## src/rtl/ticap_pkg.sv

```systemverilog
package ticap_pkg;
    typedef enum logic [1:0] {
        EDGE_OFF  = 2'b00,
        EDGE_RISE = 2'b01,
        EDGE_FALL = 2'b10,
        EDGE_BOTH = 2'b11
    } edge_mode_e;

    localparam int unsigned ADDR_W = 2;
    localparam logic [ADDR_W-1:0] A_CAP_HI = 2'd0;
    localparam logic [ADDR_W-1:0] A_CAP_LO = 2'd1;
    localparam logic [ADDR_W-1:0] A_CTRL   = 2'd2;
    localparam logic [ADDR_W-1:0] A_STAT   = 2'd3;
endpackage

```

## src/rtl/ticap_counter.sv

```systemverilog
module ticap_counter #(
    parameter int unsigned CNT_W = 16
) (
    input  logic             clk,
    input  logic             rst_n,
    output logic [CNT_W-1:0] cnt_q
);
    logic [CNT_W-1:0] cnt_d;

    always_comb begin
        cnt_d = cnt_q + CNT_W'(1);
    end

    always_ff @(posedge clk) begin
        if (!rst_n) cnt_q <= '0;
        else        cnt_q <= cnt_d;
    end

    assert_count_step_R1: assert property (@(posedge clk) disable iff (!rst_n)
        1'b1 |=> cnt_q == CNT_W'($past(cnt_q) + CNT_W'(1)));
endmodule

```

## src/rtl/ticap_edge.sv

```systemverilog
module ticap_edge
    import ticap_pkg::*;
#(
    parameter int unsigned SYNC_N = 2
) (
    input  logic       clk,
    input  logic       rst_n,
    input  logic       pin,
    input  edge_mode_e mode,
    output logic       hit
);
    typedef struct packed {
        logic [SYNC_N-1:0] sync;
        logic              prev;
    } edge_st_t;

    edge_st_t st_d, st_q;
    logic     lvl, rise, fall;

    always_comb begin
        st_d      = st_q;
        st_d.sync = {st_q.sync[SYNC_N-2:0], pin};
        lvl       = st_q.sync[SYNC_N-1];
        st_d.prev = lvl;
        rise      = lvl & ~st_q.prev;
        fall      = ~lvl & st_q.prev;
        unique case (mode)
            EDGE_RISE: hit = rise;
            EDGE_FALL: hit = fall;
            EDGE_BOTH: hit = rise | fall;
            default:   hit = 1'b0;
        endcase
    end

    always_ff @(posedge clk) begin
        if (!rst_n) st_q <= '0;
        else        st_q <= st_d;
    end

    assert_off_quiet_R4: assert property (@(posedge clk) disable iff (!rst_n)
        (mode == EDGE_OFF) |-> !hit);
endmodule

```

## src/rtl/ticap_latch.sv

```systemverilog
module ticap_latch #(
    parameter int unsigned CNT_W = 16
) (
    input  logic             clk,
    input  logic             rst_n,
    input  logic             hit,
    input  logic             blk,
    input  logic [CNT_W-1:0] cnt,
    output logic [CNT_W-1:0] cap_q,
    output logic             xfer
);
    typedef struct packed {
        logic [CNT_W-1:0] cap;
        logic [CNT_W-1:0] shadow;
    } data_st_t;

    data_st_t dat_d, dat_q;
    logic     pend_d, pend_q;

    always_comb begin
        dat_d  = dat_q;
        pend_d = pend_q;
        xfer   = 1'b0;
        if (blk) begin
            if (hit && !pend_q) begin
                pend_d       = 1'b1;
                dat_d.shadow = cnt;
            end
        end else if (pend_q) begin
            dat_d.cap = dat_q.shadow;
            pend_d    = 1'b0;
            xfer      = 1'b1;
        end else if (hit) begin
            dat_d.cap = cnt;
            xfer      = 1'b1;
        end
    end

    always_ff @(posedge clk) begin
        if (!rst_n) pend_q <= 1'b0;
        else        pend_q <= pend_d;
    end

    always_ff @(posedge clk) begin
        dat_q <= dat_d;
    end

    assign cap_q = dat_q.cap;

    assert_frozen_R7: assert property (@(posedge clk) disable iff (!rst_n)
        blk |=> $stable(cap_q));
    assert_pend_commit_R7: assert property (@(posedge clk) disable iff (!rst_n)
        (pend_q && !blk) |=> !pend_q);
    assert_first_kept_R9: assert property (@(posedge clk) disable iff (!rst_n)
        pend_q |=> $stable(dat_q.shadow));
endmodule

```

## src/rtl/ticap_unit.sv

```systemverilog
module ticap_unit
    import ticap_pkg::*;
#(
    parameter int unsigned CNT_W  = 16,
    parameter int unsigned SYNC_N = 2
) (
    input  logic              clk,
    input  logic              rst_n,
    input  logic              cap_pin,
    input  logic              bus_sel,
    input  logic              bus_wr,
    input  logic [ADDR_W-1:0] bus_addr,
    input  logic [7:0]        bus_wdata,
    output logic [7:0]        bus_rdata,
    output logic              cap_flag
);
    localparam int unsigned BUS_W = CNT_W / 2;

    typedef struct packed {
        edge_mode_e mode;
        logic       flag;
        logic       hold;
    } ctl_st_t;

    ctl_st_t          st_d, st_q;
    logic [CNT_W-1:0] cnt, cap;
    logic             hit, xfer, blk, hi_rd, wr_ctrl, wr_stat;
    logic             unused_wdata;

    ticap_counter #(.CNT_W(CNT_W)) u_cnt (
        .clk(clk), .rst_n(rst_n), .cnt_q(cnt)
    );

    ticap_edge #(.SYNC_N(SYNC_N)) u_edge (
        .clk(clk), .rst_n(rst_n), .pin(cap_pin), .mode(st_q.mode), .hit(hit)
    );

    ticap_latch #(.CNT_W(CNT_W)) u_latch (
        .clk(clk), .rst_n(rst_n), .hit(hit), .blk(blk), .cnt(cnt),
        .cap_q(cap), .xfer(xfer)
    );

    assign unused_wdata = ^bus_wdata[7:2];

    always_comb begin
        st_d    = st_q;
        hi_rd   = bus_sel && !bus_wr && (bus_addr == A_CAP_HI);
        wr_ctrl = bus_sel && bus_wr && (bus_addr == A_CTRL);
        wr_stat = bus_sel && bus_wr && (bus_addr == A_STAT);
        blk     = hi_rd || st_q.hold;
        st_d.hold = hi_rd;
        if (wr_ctrl) st_d.mode = edge_mode_e'(bus_wdata[1:0]);
        if (xfer)                       st_d.flag = 1'b1;
        else if (wr_stat && bus_wdata[0]) st_d.flag = 1'b0;
        unique case (bus_addr)
            A_CAP_HI: bus_rdata = cap[CNT_W-1 -: BUS_W];
            A_CAP_LO: bus_rdata = cap[BUS_W-1:0];
            A_CTRL:   bus_rdata = {6'b0, st_q.mode};
            default:  bus_rdata = {7'b0, st_q.flag};
        endcase
    end

    always_ff @(posedge clk) begin
        if (!rst_n) begin
            st_q.mode <= EDGE_OFF;
            st_q.flag <= 1'b0;
            st_q.hold <= 1'b0;
        end else begin
            st_q <= st_d;
        end
    end

    assign cap_flag = st_q.flag;

    assert_flag_set_R10: assert property (@(posedge clk) disable iff (!rst_n)
        xfer |=> cap_flag);
    assert_pair_coherent_R8: assert property (@(posedge clk) disable iff (!rst_n)
        hi_rd |=> $stable(cap));
endmodule

```

## config.mk

```make
export PLATFORM = sky130hd
export DESIGN_NAME = ticap_unit
export DESIGN_NICKNAME = d
export VERILOG_FILES = /design/src/rtl/ticap_pkg.sv /design/src/rtl/ticap_counter.sv /design/src/rtl/ticap_edge.sv /design/src/rtl/ticap_latch.sv /design/src/rtl/ticap_unit.sv
export SDC_FILE = /design/constraint.sdc
export NUM_CORES = 1
export LEC_CHECK = 0
export ABC_CLOCK_PERIOD_IN_PS = 7350
export BUFFER_PORTS_ARGS = -buffer_cell sky130_fd_sc_hd__buf_2
export CAP_MARGIN = 20
export CORE_UTILIZATION = 45
export CTS_CLUSTER_DIAMETER = 60
export DETAILED_ROUTE_END_ITERATION = 7
export PLACE_DENSITY = 0.76
export SLEW_MARGIN = 20
export SYNTH_ARGS = -nofsm -noshare
export SYNTH_HDL_FRONTEND = slang
export SYNTH_SLANG_ARGS = --single-unit
```

## constraint.sdc

```tcl
create_clock -name clk -period 7.35 [get_ports clk]
set_input_delay 1.47 -clock clk [delete_from_list [all_inputs] [get_ports clk]]
set_output_delay 1.47 -clock clk [all_outputs]
set_load 0.05 [all_outputs]
```

After elaboration in Yosys (flattened, before gate mapping). Index checks and enable logic that the tools add are counted.

Register bits after elaboration: 56. Bits in latches: 0. Bits in writable memories: 0. Bits in read-only memories: 0. Input port bits: 15. Output and inout bits: 9. Memories kept: 0.

Add/sub/neg operators: 1. $mul: 0. Divide/modulo/power cells: 0. Order comparisons: 0. Equal/unequal tests: 6. Shift operators: 0. Muxes and demuxes: 9. Bitwise gates (word level): 6. Reduce and logical (&&, ||, !) cells: 16.

Operator list (count): two-way mux 16 bit (2); case mux 8 bit (3 select lines) (1); adder 16 x 1 -> 16 bit, second input constant (1); == test 2 bit, second input constant (4); logical AND 1 bit (7); AND reduction 2 bit (3); two-way mux 1 bit (5); == test 2 x 1 -> 1 bit, second input constant (2); nonzero test 2 bit (2); inverter 1 bit (3); case mux 1 bit (3 select lines) (1); AND 1 bit (2); zero test 1 bit (2); zero test 2 bit (1); logical OR 1 bit (1); bitwise OR 1 bit (1).

Logic depth before layout (Yosys ltp). Gate-level depths: netlist (run 1).

Word-level depth: 8. Depth in mapped cells: 6. Depth with buffers taken out: 6.

Modules after synthesis. From an unflattened synthesis (run 1), not the netlist that was laid out.

Cells, all modules: 202. Area, all modules: 2570.0 um2.

Modules (own cells, without submodules): ticap_latch (times used 1, cells each 70, area each 1368.8 um2, sequential area each 980.9 um2); ticap_counter (times used 1, cells each 82, area each 729.4 um2, sequential area each 320.3 um2); ticap_unit (times used 1, cells each 35, area each 334.1 um2, sequential area each 80.1 um2); ticap_edge (times used 1, cells each 15, area each 137.6 um2, sequential area each 60.1 um2).

Least setup slack after synthesis (run 1). OpenSTA, ideal clock, no wires.

Path kind: input to output. From: in bus_addr[0]. To: out bus_rdata[1]. Arrival: 2755 ps. Path slack: 3125 ps. Cell stages on the path: 3. Buffers on the path: 1. Cell sequence: buf_1 -> mux2i_1 -> o22ai_1.

Longest elaborated chain between the ends: 2. Elaborated cells on any way between the ends: 4. Those cells by class: eq/ne: 2; mux: 1; reduce/logical: 1.

Ends and longest elaborated chain: start: declaration (RTL line ticap_unit.sv:12) `input logic [ADDR_W-1:0] bus_addr,`; == test 2 bit, or another cell as far along (RTL line ticap_unit.sv:55) `unique case (bus_addr)`; case mux 8 bit (3 select lines) (*) (RTL line ticap_unit.sv:55); end: declaration (RTL line ticap_unit.sv:14) `output logic [7:0] bus_rdata,`.

Every way passes the cells marked *; elsewhere a longest branch is shown, timed or not.

Final worst setup path (run 1).
From: in bus_addr[0]. To: out bus_rdata[0].

Same word-level chain as after synthesis.

==> flow_summary.json, run 1 <==
{
  "skew_ns": 0.00743,
  "crit_family": "multiplexers",
  "gp_congestion": 0.783,
  "die_w_um": 73.8,
  "slew_viol_final": 0,
  "clock.fmax_ghz": 0.252,
  "syn-cell-area_mm2": 0.00232,
  "fin_nets": 220,
  "worstMarginPinSlew_ns": 0.776,
  "cp_slowest_cell": "mux4_2",
  "cts_tree": "yes",
  "status": "finished clean",
  "r2r_slack_ns": 5.54,
  "slew_headroom_pct": 48.2,
  "slowest_delay_ns": 0.53,
  "p_switching_uw": 109,
  "synthTopCellsByCount": "32 x edfxtp_1, 24 x dfxtp_1, 19 x nor2_1, 14 x mux2_2, 9 x mux2i_1",
  "synth.distinct_cells": 39,
  "io_pins": 24,
  "crit_arrival_ns": 2.49,
  "synthArstFlopShare_pct": 0,
  "p_per_area_mw_per_mm2": 200,
  "seq_power_share_pct": 64.8,
  "hold_class": "reg -> reg",
  "worst_ep_required_time_ns": 5.88,
  "report.power.total_uw": 515,
  "finalCritPeriodShare_pct": 53.9,
  "tns_ns": 0,
  "synth_cells": 182,
  "cts_resized": 0,
  "antenna_found_initial": 0,
  "synth_seq_cells": 56,
  "grtUsageMet3_pct": 3.98,
  "yosys_warnings": 0,
  "coreArea_mm2": 0.00485,
  "ys_dominant_reg_cell": "edfxtp_1",
  "track_usage_pct": 14.3,
  "grt.busiest_layer": "met2",
  "htree_levels": 2,
  "synth_top_area_cell": "edfxtp_1",
  "cts_sinks": 56,
  "vias": 1377,
  "routed_wl_um": 3520,
  "critical_path_peak_fanout": 12,
  "path_cells": "buf_2 -> mux4_2 -> buf_2",
  "syn-num-nets": 200,
  "path_class": "in -> out",
  "worst_setup_path_end_kind": "output port",
  "seq_area_frac_synth_pct": 62.1,
  "initial_core_util_pct": 47.9,
  "comb_power_share_pct": 4.9,
  "final_hold_viol_count": 0,
  "drc_errors": 0,
  "vias_per_cell": 5.10,
  "cts-root-buf": "clkbuf_8",
  "final_antenna_net_count": 0,
  "p_sw_share_pct": 21.1,
  "grt_util_met1_pct": 16.7,
  "grt_pass1_vias": 1287,
  "crit_top_cell": "buf_2",
  "grt_pass1_wl_um": 5740,
  "clk-insertion-delay-late_ns": 0.30,
  "synth.most_common_cell": "edfxtp_1",
  "finalSetupViolations": 0,
  "drv_cap": 0,
  "drt_iter0_markers": 58,
  "ir_drop_uv": 76.2,
  "row_count": 25,
  "numCtsBuffers": 5,
  "clk_pin_slew_ns": 0.08,
  "post_cts_buffers": 0,
  "die_h_um": 73.8,
  "dp_hpwl_um": 2560,
  "postSynthAreaPerCell_um2": 12.8,
  "synth_enable_flop_cells": 32,
  "grt_overflow": 0,
  "cts_hold_buf": 0,
  "use_met2_pct": 24.3,
  "p_leak_uw": 0.000909,
  "pwr-share-clk_pct": 30.3,
  "dr.pass1.iters": 4,
  "intPower_uw": 406,
  "critPathBufInv": 2,
  "synth_area_leaders": "edfxtp_1 41%, dfxtp_1 21%, mux2_2 6.8%",
  "fin_crit_ns": 3.96,
  "rsz0062_at_grt": "no",
  "post_drt_wl_per_cell_um": 13.0,
  "area_growth_pct": 10.9,
  "startpoint_type": "input port",
  "diodes": 0,
  "grt_max_degree": 21,
  "yosys.area.top_type_share_pct": 41.4,
  "portBuffers": 17,
  "drive_gt1_share_pct": 22.7,
  "cts_buffer_depth": 2,
  "die_area_mm2": 0.00545
}
## cell families (layout without fill, tap and decap cells)
| group | count (synthesis) | after routing | share of synthesized area, % |
|---|---|---|---|
| AOI/OAI and AO/OA | 21 | 21 | 5.77 |
| and+or+nand+nor | 57 | 57 | 13.8 |
| xor gates and xnor gates | 8 | 8 | 3.02 |
| muxes | 24 | 24 | 11.6 |
| adders and majority gates | 3 | 3 | 1.62 |
| buffers and inverters | 13 | 34 | 2.10 |
| DFF | 56 | 56 | 62.1 |
## metrics by stage
step	instance area, um2	utilization, %	std cells	hold WS (ns)	worst slack, ns
5_1_grt	2570	53.1	270	0.477	3.34
6_report	2570	53.1	270	0.437	3.39
2_1_floorplan	2320	-	182	0.412	3.12
4_1_cts	2570	53.1	270	0.444	3.38
3_5_place_dp	2490	51.5	262	0.422	3.37
3_3_place_gp	2490	51.5	262	0.415	3.39
## placed cells by master (no fill, tap or decap), drive strengths merged, types with 3 or more instances in the layout
cell type  instances
a21oi              6
and2               4
buf               19
clkbuf             7
dfxtp             24
edfxtp            32
ha                 3
inv                6
mux2              14
mux2i              9
nand2              8
nand3              7
nor2              19
nor3               3
o21ai              5
xnor2              6
## power by group through the flow
stage / Combinational, uW / Clock, uW / Sequential, uW
finish: 25.0 / 156 / 334
global route: 27.9 / 168 / 335
CTS: 25.4 / 160 / 334
detailed placement: 25.3 / 0 / 341
global placement: 24.8 / 0 / 341
floorplan: 18.3 / 0 / 341
## state kept, by name (all words and copies together) (netlist names)
signal,count
u_latch.pend_q,1
cap_flag,1
u_edge.st_d,1
u_latch.dat_q,16
u_cnt.cnt_q,16
st_q,3
u_edge.lvl,1
u_latch.cap_q,16
u_edge.st_q,1
## worst reg2reg max path, delay by kind of cell, from the launching register on
family	cells	cell delay [ns]
compound gates	2	0.47
buf+inv	2	0.31
fa+ha+maj	1	0.29
flops	1	0.34
simple gates	1	0.10
## layout make-up
class / count / area (um2)
flip-flops and latches: 56 / 1440
multi-input cells: 113 / 843
repair buffers: 19 / 100
clock inverters: 1 / 3.75
fillers: 418 / 2270
clock buffers: 7 / 76.3
inverters: 7 / 26.3
well taps: 67 / 83.8
## final timing paths
path / startpoint / endpoint / cells after the start
worst max-delay path: bus_addr[0] / bus_rdata[0] / 3
worst min-delay path: u_edge.st_d[2]$_SDFF_PN0_ / u_edge.lvl$_SDFF_PN0_ / 1
worst max register to register: u_edge.lvl$_SDFF_PN0_ / u_latch.cap_q[3]$_DFFE_PP_ / 6
worst min register to register: u_edge.st_d[2]$_SDFF_PN0_ / u_edge.lvl$_SDFF_PN0_ / 1
## metal layers
metal	vias up	routed length [um]
li1	703	-
met1	647	1680
met2	22	1650
met3	5	120
met4	0	65
met5	-	0
No activity file was read; power rests on OpenSTA's default activity.
==> run 2: changes to the inputs <==
- ABC_CLOCK_PERIOD_IN_PS: 7350 -> 3900
- clock period: 7.35 -> 3.9 ns (I/O delays scaled with it)
==> run 2 against run 1 <==
Compared with the run above:
- critical endpoint unchanged
- critical path type unchanged
- combinational power rose by 90%
- critical path depth is the same
- largest cell class unchanged
- first-iteration DRC count up 12%
- utilization is 0.077 points higher
- die area did not move
- worst hold slack improved by 0.0055 ns
==> flow_summary.json, run 2 (synthesis results as in run 1) <==
{
  "status": "finished clean",
  "path_class": "in -> out",
  "cts_tree": "yes",
  "p_leak_uw": 0.000908,
  "dp_hpwl_um": 2480,
  "clk_pin_slew_ns": 0.09,
  "ir_drop_uv": 162,
  "die_area_mm2": 0.00545,
  "portBuffers": 17,
  "final_common_cell": "edfxtp_1",
  "area_growth_pct": 11.0,
  "rsz0062_at_grt": "no",
  "die_w_um": 73.8,
  "cts-root-buf": "clkbuf_8",
  "dr.pass1.iters": 4,
  "track_usage_pct": 14.4,
  "worstMarginPinSlew_ns": 0.769,
  "drv_cap": 0,
  "p_sw_share_pct": 21.0,
  "finalSetupViolations": 0,
  "intPower_uw": 765,
  "diodes": 0,
  "routed_wl_um": 3410,
  "drc_errors": 0,
  "fill_cells": 416,
  "worstHoldStart": "u_edge.st_d[2]$_SDFF_PN0_",
  "regArea_mm2": 0.00144,
  "drt_iter0_markers": 65,
  "vias": 1393,
  "grt_overflow": 0,
  "r2r_slack_ns": 2.09,
  "grt_pass1_vias": 1306,
  "coreArea_mm2": 0.00485,
  "final_hold_viol_count": 0,
  "crit_arrival_ns": 1.81,
  "slew_headroom_pct": 48.7,
  "startpoint_type": "input port",
  "grt_pass1_wl_um": 5870,
  "p_per_area_mw_per_mm2": 376,
  "cts_buffer_depth": 2,
  "die_h_um": 73.8,
  "final_antenna_net_count": 0,
  "clk-insertion-delay-late_ns": 0.30,
  "drive_gt1_share_pct": 23.2,
  "htree_levels": 2,
  "hold_class": "reg -> reg",
  "pwr-share-clk_pct": 30.1,
  "cts_hold_buf": 0,
  "worstSetupStartpoint": "bus_addr[0]",
  "skew_ns": 0.00336,
  "initial_core_util_pct": 47.9,
  "finalCritPeriodShare_pct": 66.4,
  "grt_max_degree": 21,
  "comb_power_share_pct": 4.9,
  "rr_startpoint": "u_edge.lvl$_SDFF_PN0_",
  "post_drt_wl_per_cell_um": 12.6,
  "multiInputGateArea_um2": 843,
  "seq_power_share_pct": 65.0,
  "p_switching_uw": 204,
  "clock.fmax_ghz": 0.386,
  "antenna_found_initial": 0,
  "final_cell_mix": "32 x edfxtp_1, 24 x dfxtp_1, 19 x nor2_1",
  "io_pins": 24,
  "tns_ns": 0,
  "cts_resized": 0,
  "cts_sinks": 56,
  "slew_viol_final": 0,
  "gp_congestion": 0.805,
  "worst_setup_path_end_kind": "output port",
  "numCtsBuffers": 5,
  "vias_per_cell": 5.16,
  "final_util_pct": 53.2,
  "fin_nets": 220,
  "worst_ep_required_time_ns": 3.12,
  "post_cts_buffers": 0,
  "fin_crit_ns": 2.59,
  "row_count": 25,
  "critical_path_peak_fanout": 12
}
-- run 2: cell types whose count changed in the layout (fill, tap and decap cells not counted), sizes merged --
cell	before	now
clkinvlp	0	1
clkbuf	7	6
-- run 2: metal layers --
| layer | track usage (%) | vias up | routed length (um) |
|---|---|---|---|
| li1 | - | 700 | - |
| met1 | 18.5 | 665 | 1640 |
| met2 | 23.4 | 22 | 1620 |
| met3 | 2.06 | 6 | 83 |
| met4 | 7.91 | 0 | 66 |
| met5 | 0 | - | 0 |
-- run 2: worst max-delay path: stages --
cell	delay, ns
buf_2	0.27
mux4_2	0.54
buf_2	0.22
-- run 2: worst paths after layout --
path	to	cells past startpoint
setup / recovery	bus_rdata[0]	3
setup reg to reg	u_latch.cap_q[11]$_DFFE_PP_	6
hold reg to reg	u_edge.lvl$_SDFF_PN0_	1
hold / removal	u_edge.lvl$_SDFF_PN0_	1
-- run 2: final cells by class --
type | instances | area share [%]
tap | 67 | 3.25
multi-input combinational | 113 | 32.7
sequential | 56 | 55.9
clock buffer | 6 | 2.81
timing repair buffer | 19 | 3.88
inverter | 7 | 1.02
clock inverter | 2 | 0.437
-- run 2: through the flow --
| stage | std cells | power [uW] | instance area [um2] | hold slack [ns] | setup slack (ns) |
|---|---|---|---|---|---|
| 2_1_floorplan | 182 | 676 | 2320 | 0.412 | 0.913 |
| 3_3_place_gp | 262 | 690 | 2490 | 0.414 | 1.32 |
| 3_5_place_dp | 262 | 691 | 2490 | 0.426 | 1.30 |
| 4_1_cts | 270 | 980 | 2580 | 0.448 | 1.30 |
| 5_1_grt | 270 | 1010 | 2580 | 0.465 | 1.25 |
| 6_report | 270 | 968 | 2580 | 0.443 | 1.31 |
-- run 2: power by group through the flow --
| stage | sequential, uW | clock [uW] | combinational, uW |
|---|---|---|---|
| 2_1_floorplan | 642 | 0 | 34.6 |
| 3_3_place_gp | 643 | 0 | 47.1 |
| 3_5_place_dp | 643 | 0 | 47.8 |
| 4_1_cts | 629 | 302 | 48.0 |
| 5_1_grt | 630 | 325 | 52.7 |
| 6_report | 629 | 292 | 47.4 |
